==> src/rtl/mute_ramp_pkg.sv <==
package mute_ramp_pkg;
    localparam int FLAG_W = 7;

    localparam int F_GAIN_DN  = 0;
    localparam int F_GAIN_UP  = 1;
    localparam int F_RAMP_DN  = 2;
    localparam int F_RAMP_UP  = 3;
    localparam int F_SHORT    = 4;
    localparam int F_JACK     = 5;
    localparam int F_SHORT_CL = 6;

    typedef enum logic [2:0] {
        A_DAC  = 3'd0,
        A_HP   = 3'd1,
        A_FLAG = 3'd2,
        A_MASK = 3'd3,
        A_IRQC = 3'd4
    } reg_sel_e;

    typedef enum logic [1:0] {
        FORM_HIGH  = 2'd0,
        FORM_LOW   = 2'd1,
        FORM_PHIGH = 2'd2,
        FORM_PLOW  = 2'd3
    } irq_form_e;

    typedef struct packed {
        logic start;
        logic down;
    } ramp_req_t;

    typedef struct packed {
        logic done;
        logic down;
    } ramp_end_t;

    function automatic logic shape_irq(input irq_form_e f, input logic pend, input logic edge_up);
        case (f)
            FORM_HIGH:  return pend;
            FORM_LOW:   return !pend;
            FORM_PHIGH: return edge_up;
            default:    return !edge_up;
        endcase
    endfunction
endpackage

==> src/rtl/ramp_unit.sv <==
module ramp_unit
    import mute_ramp_pkg::*;
#(
    parameter int LEN = 32
) (
    input  logic      clk,
    input  logic      rst,
    input  ramp_req_t req,
    output ramp_end_t fin
);
    localparam int CNT_W = $clog2(LEN + 1);

    logic [CNT_W-1:0] cnt;
    logic             dir_down;

    always_ff @(posedge clk) begin
        if (rst) begin
            cnt      <= '0;
            dir_down <= 1'b0;
        end else if (req.start) begin
            cnt      <= CNT_W'(LEN);
            dir_down <= req.down;
        end else if (cnt != '0) begin
            cnt <= cnt - CNT_W'(1);
        end
    end

    always_comb begin
        fin.done = (cnt == CNT_W'(1)) && !req.start;
        fin.down = dir_down;
    end
endmodule

==> src/rtl/ctrl_decoder.sv <==
module ctrl_decoder
    import mute_ramp_pkg::*;
(
    input  logic      clk,
    input  logic      rst,
    input  logic      wr_en,
    input  logic [2:0] wr_addr,
    input  logic      d_mute,
    input  logic      d_sb,
    input  logic [1:0] d_form,
    output ramp_req_t gain_req,
    output ramp_req_t hp_req,
    output irq_form_e form
);
    logic dac_mute, dac_sb, hp_mute, hp_sb;
    logic wr_dac, wr_hp;

    assign wr_dac = wr_en && (wr_addr == A_DAC);
    assign wr_hp  = wr_en && (wr_addr == A_HP);

    always_ff @(posedge clk) begin
        if (rst) begin
            dac_mute <= 1'b1;
            dac_sb   <= 1'b1;
            hp_mute  <= 1'b1;
            hp_sb    <= 1'b1;
            form     <= FORM_HIGH;
        end else if (wr_en) begin
            if (wr_dac) begin
                dac_mute <= d_mute;
                dac_sb   <= d_sb;
            end
            if (wr_hp) begin
                hp_mute <= d_mute;
                hp_sb   <= d_sb;
            end
            if (wr_addr == A_IRQC) form <= irq_form_e'(d_form);
        end
    end

    always_comb begin
        gain_req.start = wr_dac && (d_mute != dac_mute) && !d_sb;
        gain_req.down  = d_mute;
        hp_req.start   = wr_hp && ((!hp_mute && d_mute) ||
                                   (hp_sb && !d_sb && !d_mute));
        hp_req.down    = d_mute;
    end
endmodule

==> src/rtl/flag_bank.sv <==
module flag_bank
    import mute_ramp_pkg::*;
(
    input  logic              clk,
    input  logic              rst,
    input  logic              clr_wr,
    input  logic              mask_wr,
    input  logic [FLAG_W-1:0] wdata,
    input  logic [FLAG_W-1:0] set_vec,
    output logic [FLAG_W-1:0] flags,
    output logic [FLAG_W-1:0] mask
);
    logic [FLAG_W-1:0] clr_vec;
    assign clr_vec = clr_wr ? wdata : '0;

    always_ff @(posedge clk) begin
        if (rst) begin
            flags <= '0;
            mask  <= '1;
        end else begin
            flags <= (flags & ~clr_vec) | set_vec;
            if (mask_wr) mask <= wdata;
        end
    end
endmodule

==> src/rtl/irq_former.sv <==
module irq_former
    import mute_ramp_pkg::*;
(
    input  logic              clk,
    input  logic              rst,
    input  irq_form_e         form,
    input  logic [FLAG_W-1:0] flags,
    input  logic [FLAG_W-1:0] mask,
    output logic              irq
);
    logic pend, pend_d;
    assign pend = |(flags & ~mask);

    always_ff @(posedge clk) begin
        if (rst) pend_d <= 1'b0;
        else     pend_d <= pend;
    end

    assign irq = shape_irq(form, pend, pend && !pend_d);
endmodule

==> src/rtl/soft_mute_flagger.sv <==
module soft_mute_flagger
    import mute_ramp_pkg::*;
#(
    parameter int RAMP_LEN = 32
) (
    input  logic       clk,
    input  logic       rst,
    input  logic       wr_en,
    input  logic [2:0] wr_addr,
    input  logic [7:0] wr_data,
    input  logic       ext_short,
    input  logic       ext_jack,
    input  logic       ext_short_clr,
    output logic [6:0] flags,
    output logic [6:0] mask,
    output logic       irq
);
    ramp_req_t gain_req, hp_req;
    ramp_end_t gain_fin, hp_fin;
    irq_form_e irq_form_w;
    logic [FLAG_W-1:0] set_vec;

    ctrl_decoder u_dec (
        .clk(clk), .rst(rst), .wr_en(wr_en), .wr_addr(wr_addr),
        .d_mute(wr_data[7]), .d_sb(wr_data[4]), .d_form(wr_data[7:6]),
        .gain_req(gain_req), .hp_req(hp_req), .form(irq_form_w)
    );

    ramp_unit #(.LEN(RAMP_LEN)) u_gain (.clk(clk), .rst(rst), .req(gain_req), .fin(gain_fin));
    ramp_unit #(.LEN(RAMP_LEN)) u_hp   (.clk(clk), .rst(rst), .req(hp_req),   .fin(hp_fin));

    always_comb begin
        set_vec             = '0;
        set_vec[F_GAIN_DN]  = gain_fin.done &&  gain_fin.down;
        set_vec[F_GAIN_UP]  = gain_fin.done && !gain_fin.down;
        set_vec[F_RAMP_DN]  = hp_fin.done   &&  hp_fin.down;
        set_vec[F_RAMP_UP]  = hp_fin.done   && !hp_fin.down;
        set_vec[F_SHORT]    = ext_short;
        set_vec[F_JACK]     = ext_jack;
        set_vec[F_SHORT_CL] = ext_short_clr;
    end

    flag_bank u_flags (
        .clk(clk), .rst(rst),
        .clr_wr(wr_en && wr_addr == A_FLAG),
        .mask_wr(wr_en && wr_addr == A_MASK),
        .wdata(wr_data[6:0]), .set_vec(set_vec),
        .flags(flags), .mask(mask)
    );

    irq_former u_irq (
        .clk(clk), .rst(rst), .form(irq_form_w),
        .flags(flags), .mask(mask), .irq(irq)
    );
endmodule

==> config.mk <==
export PLATFORM = sky130hd
export DESIGN_NAME = soft_mute_flagger
export DESIGN_NICKNAME = d
export VERILOG_FILES = /design/src/rtl/mute_ramp_pkg.sv /design/src/rtl/ramp_unit.sv /design/src/rtl/ctrl_decoder.sv /design/src/rtl/flag_bank.sv /design/src/rtl/irq_former.sv /design/src/rtl/soft_mute_flagger.sv
export SDC_FILE = /design/constraint.sdc
export NUM_CORES = 1
export LEC_CHECK = 0
export CAP_MARGIN = 20
export CORE_UTILIZATION = 40
export DETAILED_ROUTE_END_ITERATION = 8
export PLACE_DENSITY_LB_ADDON = 0.08
export SLEW_MARGIN = 30
export SYNTH_ARGS = -nofsm -noshare
export SYNTH_HDL_FRONTEND = slang
export SYNTH_SLANG_ARGS = --single-unit
==> constraint.sdc <==
create_clock -name clk -period 3.7 [get_ports clk]
set_input_delay 0.925 -clock clk [delete_from_list [all_inputs] [get_ports clk]]
set_output_delay 0.925 -clock clk [all_outputs]
set_load 0.005 [all_outputs]
==> results.sh, run 1 <==
export IMPL_status="finished clean"
export IMPL_ys_types=41
export IMPL_power_density_mw_per_mm2=580
export IMPL_cts_resized=0
export IMPL_crit_path_top_delay_cell="clkdlybuf4s50_1"
export IMPL_cap_violations=0
export IMPL_clk_latency_ps=280
export IMPL_crit_path_end_kind="primary output"
export IMPL_dp_hpwl_mm=2.49
export IMPL_grt_pass1_vias=1283
export IMPL_syn_nets=191
export IMPL_crit_fanout=3
export IMPL_tightestPinTransition_ps=614
export IMPL_preCtsSetupSlack_ps=1100
export IMPL_wire_per_inst_um=13.1
export IMPL_post_place_cells=243
export IMPL_ir_worst_vdd_mv=0.330
export IMPL_start_util_pct=42.9
export IMPL_rows=22
export IMPL_post_synth_top_count_cell="dfxtp_1"
export IMPL_cpLargestDelayFamily="compound AO/OA/AOI/OAI gates"
export IMPL_grt_pass1_wl_mm=5.57
export IMPL_viasPerCell=5.08
export IMPL_die_h_um=65.6
export IMPL_combPwrFrac_pct=34.0
export IMPL_slew_headroom_pct=58.9
export IMPL_fp_dieArea_mm2=0.00430
export IMPL_fin_cells=251
export IMPL_clock_sinks=34
export IMPL_hold_path_class="reg -> reg"
export IMPL_grt_max_degree=21
export IMPL_cts_hold_buffers_added=0
export IMPL_whs_path_depth=1
export IMPL_cts_htree_levels=2
export IMPL_num_antenna_cells=0
export IMPL_rsz0062_at_grt="no"
export IMPL_synth_edf_count=0
export IMPL_syn_cell_area_mm2=0.00162
export IMPL_crit_chain="nor2b_1 -> a2111oi_2 -> a22oi_1 -> xor2_1 -> clkdlybuf4s50_1"
export IMPL_hold_viol=0
export IMPL_synthTopCellsByArea="dfxtp_1 (42%), mux2i_1 (5.6%), ha_1 (4.6%)"
export IMPL_tns_ps=0
export IMPL_synth_top_area_cell="dfxtp_1"
export IMPL_period_minus_slack_ps=2860
export IMPL_clockBufferDepth=2
export IMPL_grt_overflow=0
export IMPL_drc=0
export IMPL_p_total_mw=1.20
export IMPL_intPower_mw=0.789
export IMPL_track_usage_pct=17.2
export IMPL_placedInstanceArea_mm2=0.00197
export IMPL_fin_area_mm2=0.00206
export IMPL_routabilityCongestion=0.809
export IMPL_hp_start="u_hp.dir_down$_SDFFE_PP0P_"
export IMPL_finClkSkew_ps=5.25
export IMPL_crit_buf_inv=1
export IMPL_first_iter_violations=22
export IMPL_route_vias_total=1274
export IMPL_crit_required_ps=2770
export IMPL_ys_seq_elements=34
export IMPL_r2r_cells=4
export IMPL_ant_nets=0
export IMPL_finish_utilization_pct=54.7
export IMPL_r2r_start="u_gain.cnt[0]$_SDFFE_PP0P_"
export IMPL_drive_gt1_share_pct=11.8
export IMPL_synth_common_cells="dfxtp_1 (34), nand2_1 (16), nor2_1 (13), mux2i_1 (9)"
export IMPL_hold_end="u_flags.flags[3]$_SDFF_PP0_"
export IMPL_root_buffer="clkbuf_8"
export IMPL_setup_violations=0
export IMPL_drv_slew=0
export IMPL_critPathKind="reg -> out"
export IMPL_core_area_mm2=0.00377
export IMPL_path_clk_slew_ps=70
export IMPL_cp_arrival_ps=1940
export IMPL_ys_seq_area_share_pct=42.1
export IMPL_p_clk_share_pct=23.1
export IMPL_syn_area_per_cell_um2=9.62
export IMPL_hold_ws_ps=488
export IMPL_syn_instance_count=168
export IMPL_netSwitchingFraction_pct=34.1
export IMPL_routed_wl_mm=3.29
export IMPL_cts_setup_buffers=0
export IMPL_fin_ws_ps=836
export IMPL_drt_pass1_iterations=4
export IMPL_grt_antenna_before_repair=0
export IMPL_cts_buffers=5
export IMPL_pin_count=32
export IMPL_yosys_warnings=0
export IMPL_p_seq_share_pct=42.9
export IMPL_die_x_um=65.6
export IMPL_fin_crit_sh_pct=77.4
export IMPL_ys_async_sr_fraction_pct=0
export IMPL_synthFlopType="dfxtp_1"
export IMPL_syn_to_final_growth_pct=27.7
export IMPL_cts_tree="yes"
export IMPL_reg2reg_slack_ps=2230
export IMPL_io_buffer_count=31
export IMPL_leakagePower_nw=0.831
export IMPL_synth_top_area_share_pct=42.1
export IMPL_netSwitchingPower_mw=0.408
export IMPL_nets=225
export IMPL_cp_start_kind="flip-flop"
export IMPL_crit_reg2reg_capture="u_gain.cnt[5]$_SDFFE_PP0P_"
export IMPL_slowest_delay_ps=510
export IMPL_max_freq_mhz=349
[area by class of cell]
type,count,area (um^2)
Clock buffer,7,86.3
Clock inverter,1,5.00
Fill cell,350,1710
Inverter,8,30.0
Multi-Input combinational cell,121,885
Sequential cell,34,681
Tap cell,48,60.1
Timing Repair Buffer,32,318
[power groups by stage]
stage / registers [mW] / logic [mW] / clock network (mW)
after floorplan: 0.506 / 0.305 / 0
after global placement: 0.516 / 0.394 / 0
after detailed placement: 0.521 / 0.409 / 0
after CTS: 0.514 / 0.412 / 0.286
after global routing: 0.523 / 0.460 / 0.304
final: 0.514 / 0.407 / 0.276
[sequential cells by signal, summed over array words and instances (netlist names)]
register	count
u_flags.flags	7
u_dec.form	2
u_dec.hp_sb	1
u_dec.hp_mute	1
u_hp.cnt	6
u_flags.mask	7
u_hp.dir_down	1
u_gain.cnt	6
u_irq.pend_d	1
u_gain.dir_down	1
u_dec.dac_mute	1
[routing by layer]
metal	share of wire (%)	wire length [um]	up-vias	GRT usage, %
met1	47	1560	581	19.8
met3	5.3	174	4	4.69
met5	0	0	-	0
li1	-	-	657	-
met2	46	1510	32	29.3
met4	1.4	46	0	8.42
[worst max-delay path by stage]
stage,depth (start not counted),end,from,slack [ps]
6_report,5,irq,u_flags.flags[3]$_SDFF_PP0_,840
3_3_place_gp,5,irq,u_flags.flags[3]$_SDFF_PP0_,1100
2_1_floorplan,4,irq,u_flags.flags[3]$_SDFF_PP0_,1690
5_1_grt,5,irq,u_flags.flags[3]$_SDFF_PP0_,700
4_1_cts,5,irq,u_flags.flags[3]$_SDFF_PP0_,790
3_5_place_dp,5,irq,u_flags.flags[3]$_SDFF_PP0_,1100
[worst reg2reg max path: stages, from the launching register on]
cell and delay (ps):
dfxtp_1 390, inv_1 120, ha_1 220, or4_1 470, a31oi_1 180
[placed cells by master, fill, tap and decap left out, types with 3 or more instances in the layout]
| master | synthesis | routed |
|---|---|---|
| nor2b_1 | 7 | 7 |
| clkbuf_8 | 0 | 6 |
| nand2b_1 | 8 | 8 |
| dfxtp_1 | 34 | 34 |
| mux2i_1 | 9 | 9 |
| xnor2_1 | 4 | 4 |
| xor2_1 | 4 | 4 |
| inv_1 | 8 | 8 |
| ha_1 | 6 | 6 |
| a211o_1 | 3 | 3 |
| nor2_1 | 13 | 13 |
| nand3b_1 | 7 | 7 |
| clkdlybuf4s50_1 | 0 | 31 |
| nand2_1 | 16 | 16 |
| a21oi_1 | 7 | 7 |
[cell families after synthesis]
kind of cell               share of synthesized area (%)
adders and majority gates                           4.64
and+or+nand+nor                                     27.1
xor gates and xnor gates                            4.33
DFF                                                 42.1
AOI/OAI and AO/OA                                   13.1
buffers and inverters                               3.17
muxes                                               5.57
No activity file was read; power rests on OpenSTA's default activity.
==> inputs of run 2 (changes only) <==
Clock period 3.7 ns to 2.5 ns, I/O delays scaled along.
==> run 2 against run 1 <==
  * Core utilization is essentially flat
  * Register-to-register slack worse by 1200 ps
  * Clock power grew 36%
  * Sequential share of layout area is essentially flat
  * Wire length grew 1.6%
  * Flip-flop and latch count unchanged
  * Power rose by 45%
  * Critical path depth is the same
  * Cell count grew 0.40%
  * Setup slack worse by 700 ps
  * Design area about the same
  * Critical path type unchanged
==> results.sh, run 2 (synthesized netlist as in run 1, its figures left out) <==
export IMPL_status="finished clean"
export IMPL_crit_fanout=3
export IMPL_use_met3_pct=4.51
export IMPL_nets=227
export IMPL_p_total_mw=1.74
export IMPL_power_density_mw_per_mm2=844
export IMPL_max_freq_mhz=423
export IMPL_core_area_mm2=0.00377
export IMPL_period_minus_slack_ps=2360
export IMPL_grt_pass1_wl_mm=5.55
export IMPL_grt_busiest_layer="met2"
export IMPL_clk_latency_ps=280
export IMPL_final_cell_mix="dfxtp_1 (34), clkdlybuf4s50_1 (30), nand2_1 (16)"
export IMPL_drc=0
export IMPL_finClkSkew_ps=3.28
export IMPL_route_vias_total=1308
export IMPL_clockBufferDepth=2
export IMPL_fp_dieArea_mm2=0.00430
export IMPL_tns_ps=0
export IMPL_leakagePower_nw=0.835
export IMPL_track_usage_pct=17.1
export IMPL_crit_required_ps=1880
export IMPL_reg2reg_slack_ps=1050
export IMPL_clock_sinks=34
export IMPL_routabilityCongestion=0.831
export IMPL_die_h_um=65.6
export IMPL_cap_violations=0
export IMPL_cp_endpoint="irq"
export IMPL_hold_viol=0
export IMPL_grt_pass1_vias=1249
export IMPL_slowest_delay_ps=410
export IMPL_cts_setup_buffers=0
export IMPL_ir_worst_vdd_mv=0.467
export IMPL_cp_arrival_ps=1740
export IMPL_grt_use_met1_pct=19.5
export IMPL_hold_path_class="reg -> reg"
export IMPL_grt_antenna_before_repair=0
export IMPL_die_x_um=65.6
export IMPL_cts_hold_buffers_added=0
export IMPL_slew_headroom_pct=61.7
export IMPL_r2r_cells=4
export IMPL_final_common_cell="dfxtp_1"
export IMPL_setup_violations=0
export IMPL_ant_nets=0
export IMPL_viasPerCell=5.19
export IMPL_first_iter_violations=34
export IMPL_cp_start_kind="flip-flop"
export IMPL_wire_per_inst_um=13.3
export IMPL_multi_input_area_um2=885
export IMPL_cts_htree_levels=2
export IMPL_drive_gt1_share_pct=11.8
export IMPL_tightestPinTransition_ps=571
export IMPL_reg_top3="u_flags.flags x7, u_flags.mask x7"
export IMPL_seq_area_um2=681
export IMPL_startpoint="u_flags.flags[4]$_SDFF_PP0_"
export IMPL_rsz0062_at_grt="no"
export IMPL_crit_reg2reg_capture="u_hp.cnt[5]$_SDFFE_PP0P_"
export IMPL_grt_use_met2_pct=29.5
export IMPL_grt_overflow=0
export IMPL_r2r_start="u_hp.cnt[0]$_SDFFE_PP0P_"
export IMPL_num_antenna_cells=0
export IMPL_crit_path_top_delay_cell="a2111oi_2"
export IMPL_grt_max_degree=18
export IMPL_cts_resized=1
export IMPL_cts_tree="yes"
export IMPL_dp_hpwl_mm=2.50
export IMPL_n_fill_cell=327
export IMPL_rows=22
export IMPL_drv_slew=0
export IMPL_hold_ws_ps=486
export IMPL_root_buffer="clkbuf_8"
export IMPL_critPathKind="reg -> out"
export IMPL_pin_count=32
export IMPL_io_buffer_count=31
export IMPL_syn_to_final_growth_pct=27.6
export IMPL_start_util_pct=42.9
export IMPL_path_clk_slew_ps=60
export IMPL_cts_buffers=5
export IMPL_drt_pass1_iterations=4
export IMPL_routed_wl_mm=3.35
export IMPL_crit_path_end_kind="primary output"
export IMPL_fin_crit_sh_pct=94.5
export IMPL_crit_chain="nor2b_1 -> a2111oi_2 -> a22oi_1 -> xor2_1 -> dlygate4sd2_1"
-- run 2: changes by cell type in the layout (fill, tap and decap cells not counted), sizes merged --
cell	previous run	this run
clkdlybuf4s50	31	30
clkinv	1	0
dlygate4sd2	0	1
buf	1	3
-- run 2: area by class of cell --
class                           instances  area share (%)
Clock buffer                            7            3.70
Inverter                                8            1.46
Sequential cell                        34            33.0
Tap cell                               48            2.91
Multi-Input combinational cell        121            42.9
Timing Repair Buffer                   34            16.1
-- run 2: where the power goes --
part	internal (mW)	total [mW]	switching, mW
clock	0.191	0.375	0.183
combinational	0.295	0.608	0.313
sequential	0.652	0.758	0.106
-- run 2: stage by stage --
stage | area (um^2) | std cells | util [%] | setup WS (ps)
finish | 2060 | 252 | 54.7 | 137
global route | 2060 | 252 | 54.7 | 50.1
CTS | 2060 | 252 | 54.7 | 104
detailed placement | 1990 | 245 | 52.7 | 198
global placement | 1990 | 245 | 52.7 | 208
floorplan | 1620 | 168 | - | 789
-- run 2: worst max-delay path, delay by kind of cell, from the launching register on --
family	cells	cell delay [ps]
AO/OA/AOI/OAI	2	550
XOR/XNOR	1	180
buffers and inverters	1	260
flip-flops	1	320
AND/OR/NAND/NOR	1	130
-- run 2: worst min-delay path by stage --
stage / from / to / cells after the start
after global routing: u_gain.dir_down$_SDFFE_PP0P_ / u_gain.dir_down$_SDFFE_PP0P_ / 2
after CTS: u_hp.dir_down$_SDFFE_PP0P_ / u_flags.flags[3]$_SDFF_PP0_ / 1
after global placement: u_flags.flags[2]$_SDFF_PP0_ / u_flags.flags[2]$_SDFF_PP0_ / 2
final: u_hp.dir_down$_SDFFE_PP0P_ / u_flags.flags[3]$_SDFF_PP0_ / 1
after detailed placement: u_hp.dir_down$_SDFFE_PP0P_ / u_flags.flags[3]$_SDFF_PP0_ / 1
after floorplan: u_hp.dir_down$_SDFFE_PP0P_ / u_flags.flags[3]$_SDFF_PP0_ / 1
-- run 2: layer usage --
metal,part of all wire (%),vias to the layer above
li1,-,658
met1,48,604
met2,45,40
met3,4.8,6
met4,1.5,0
met5,0,-
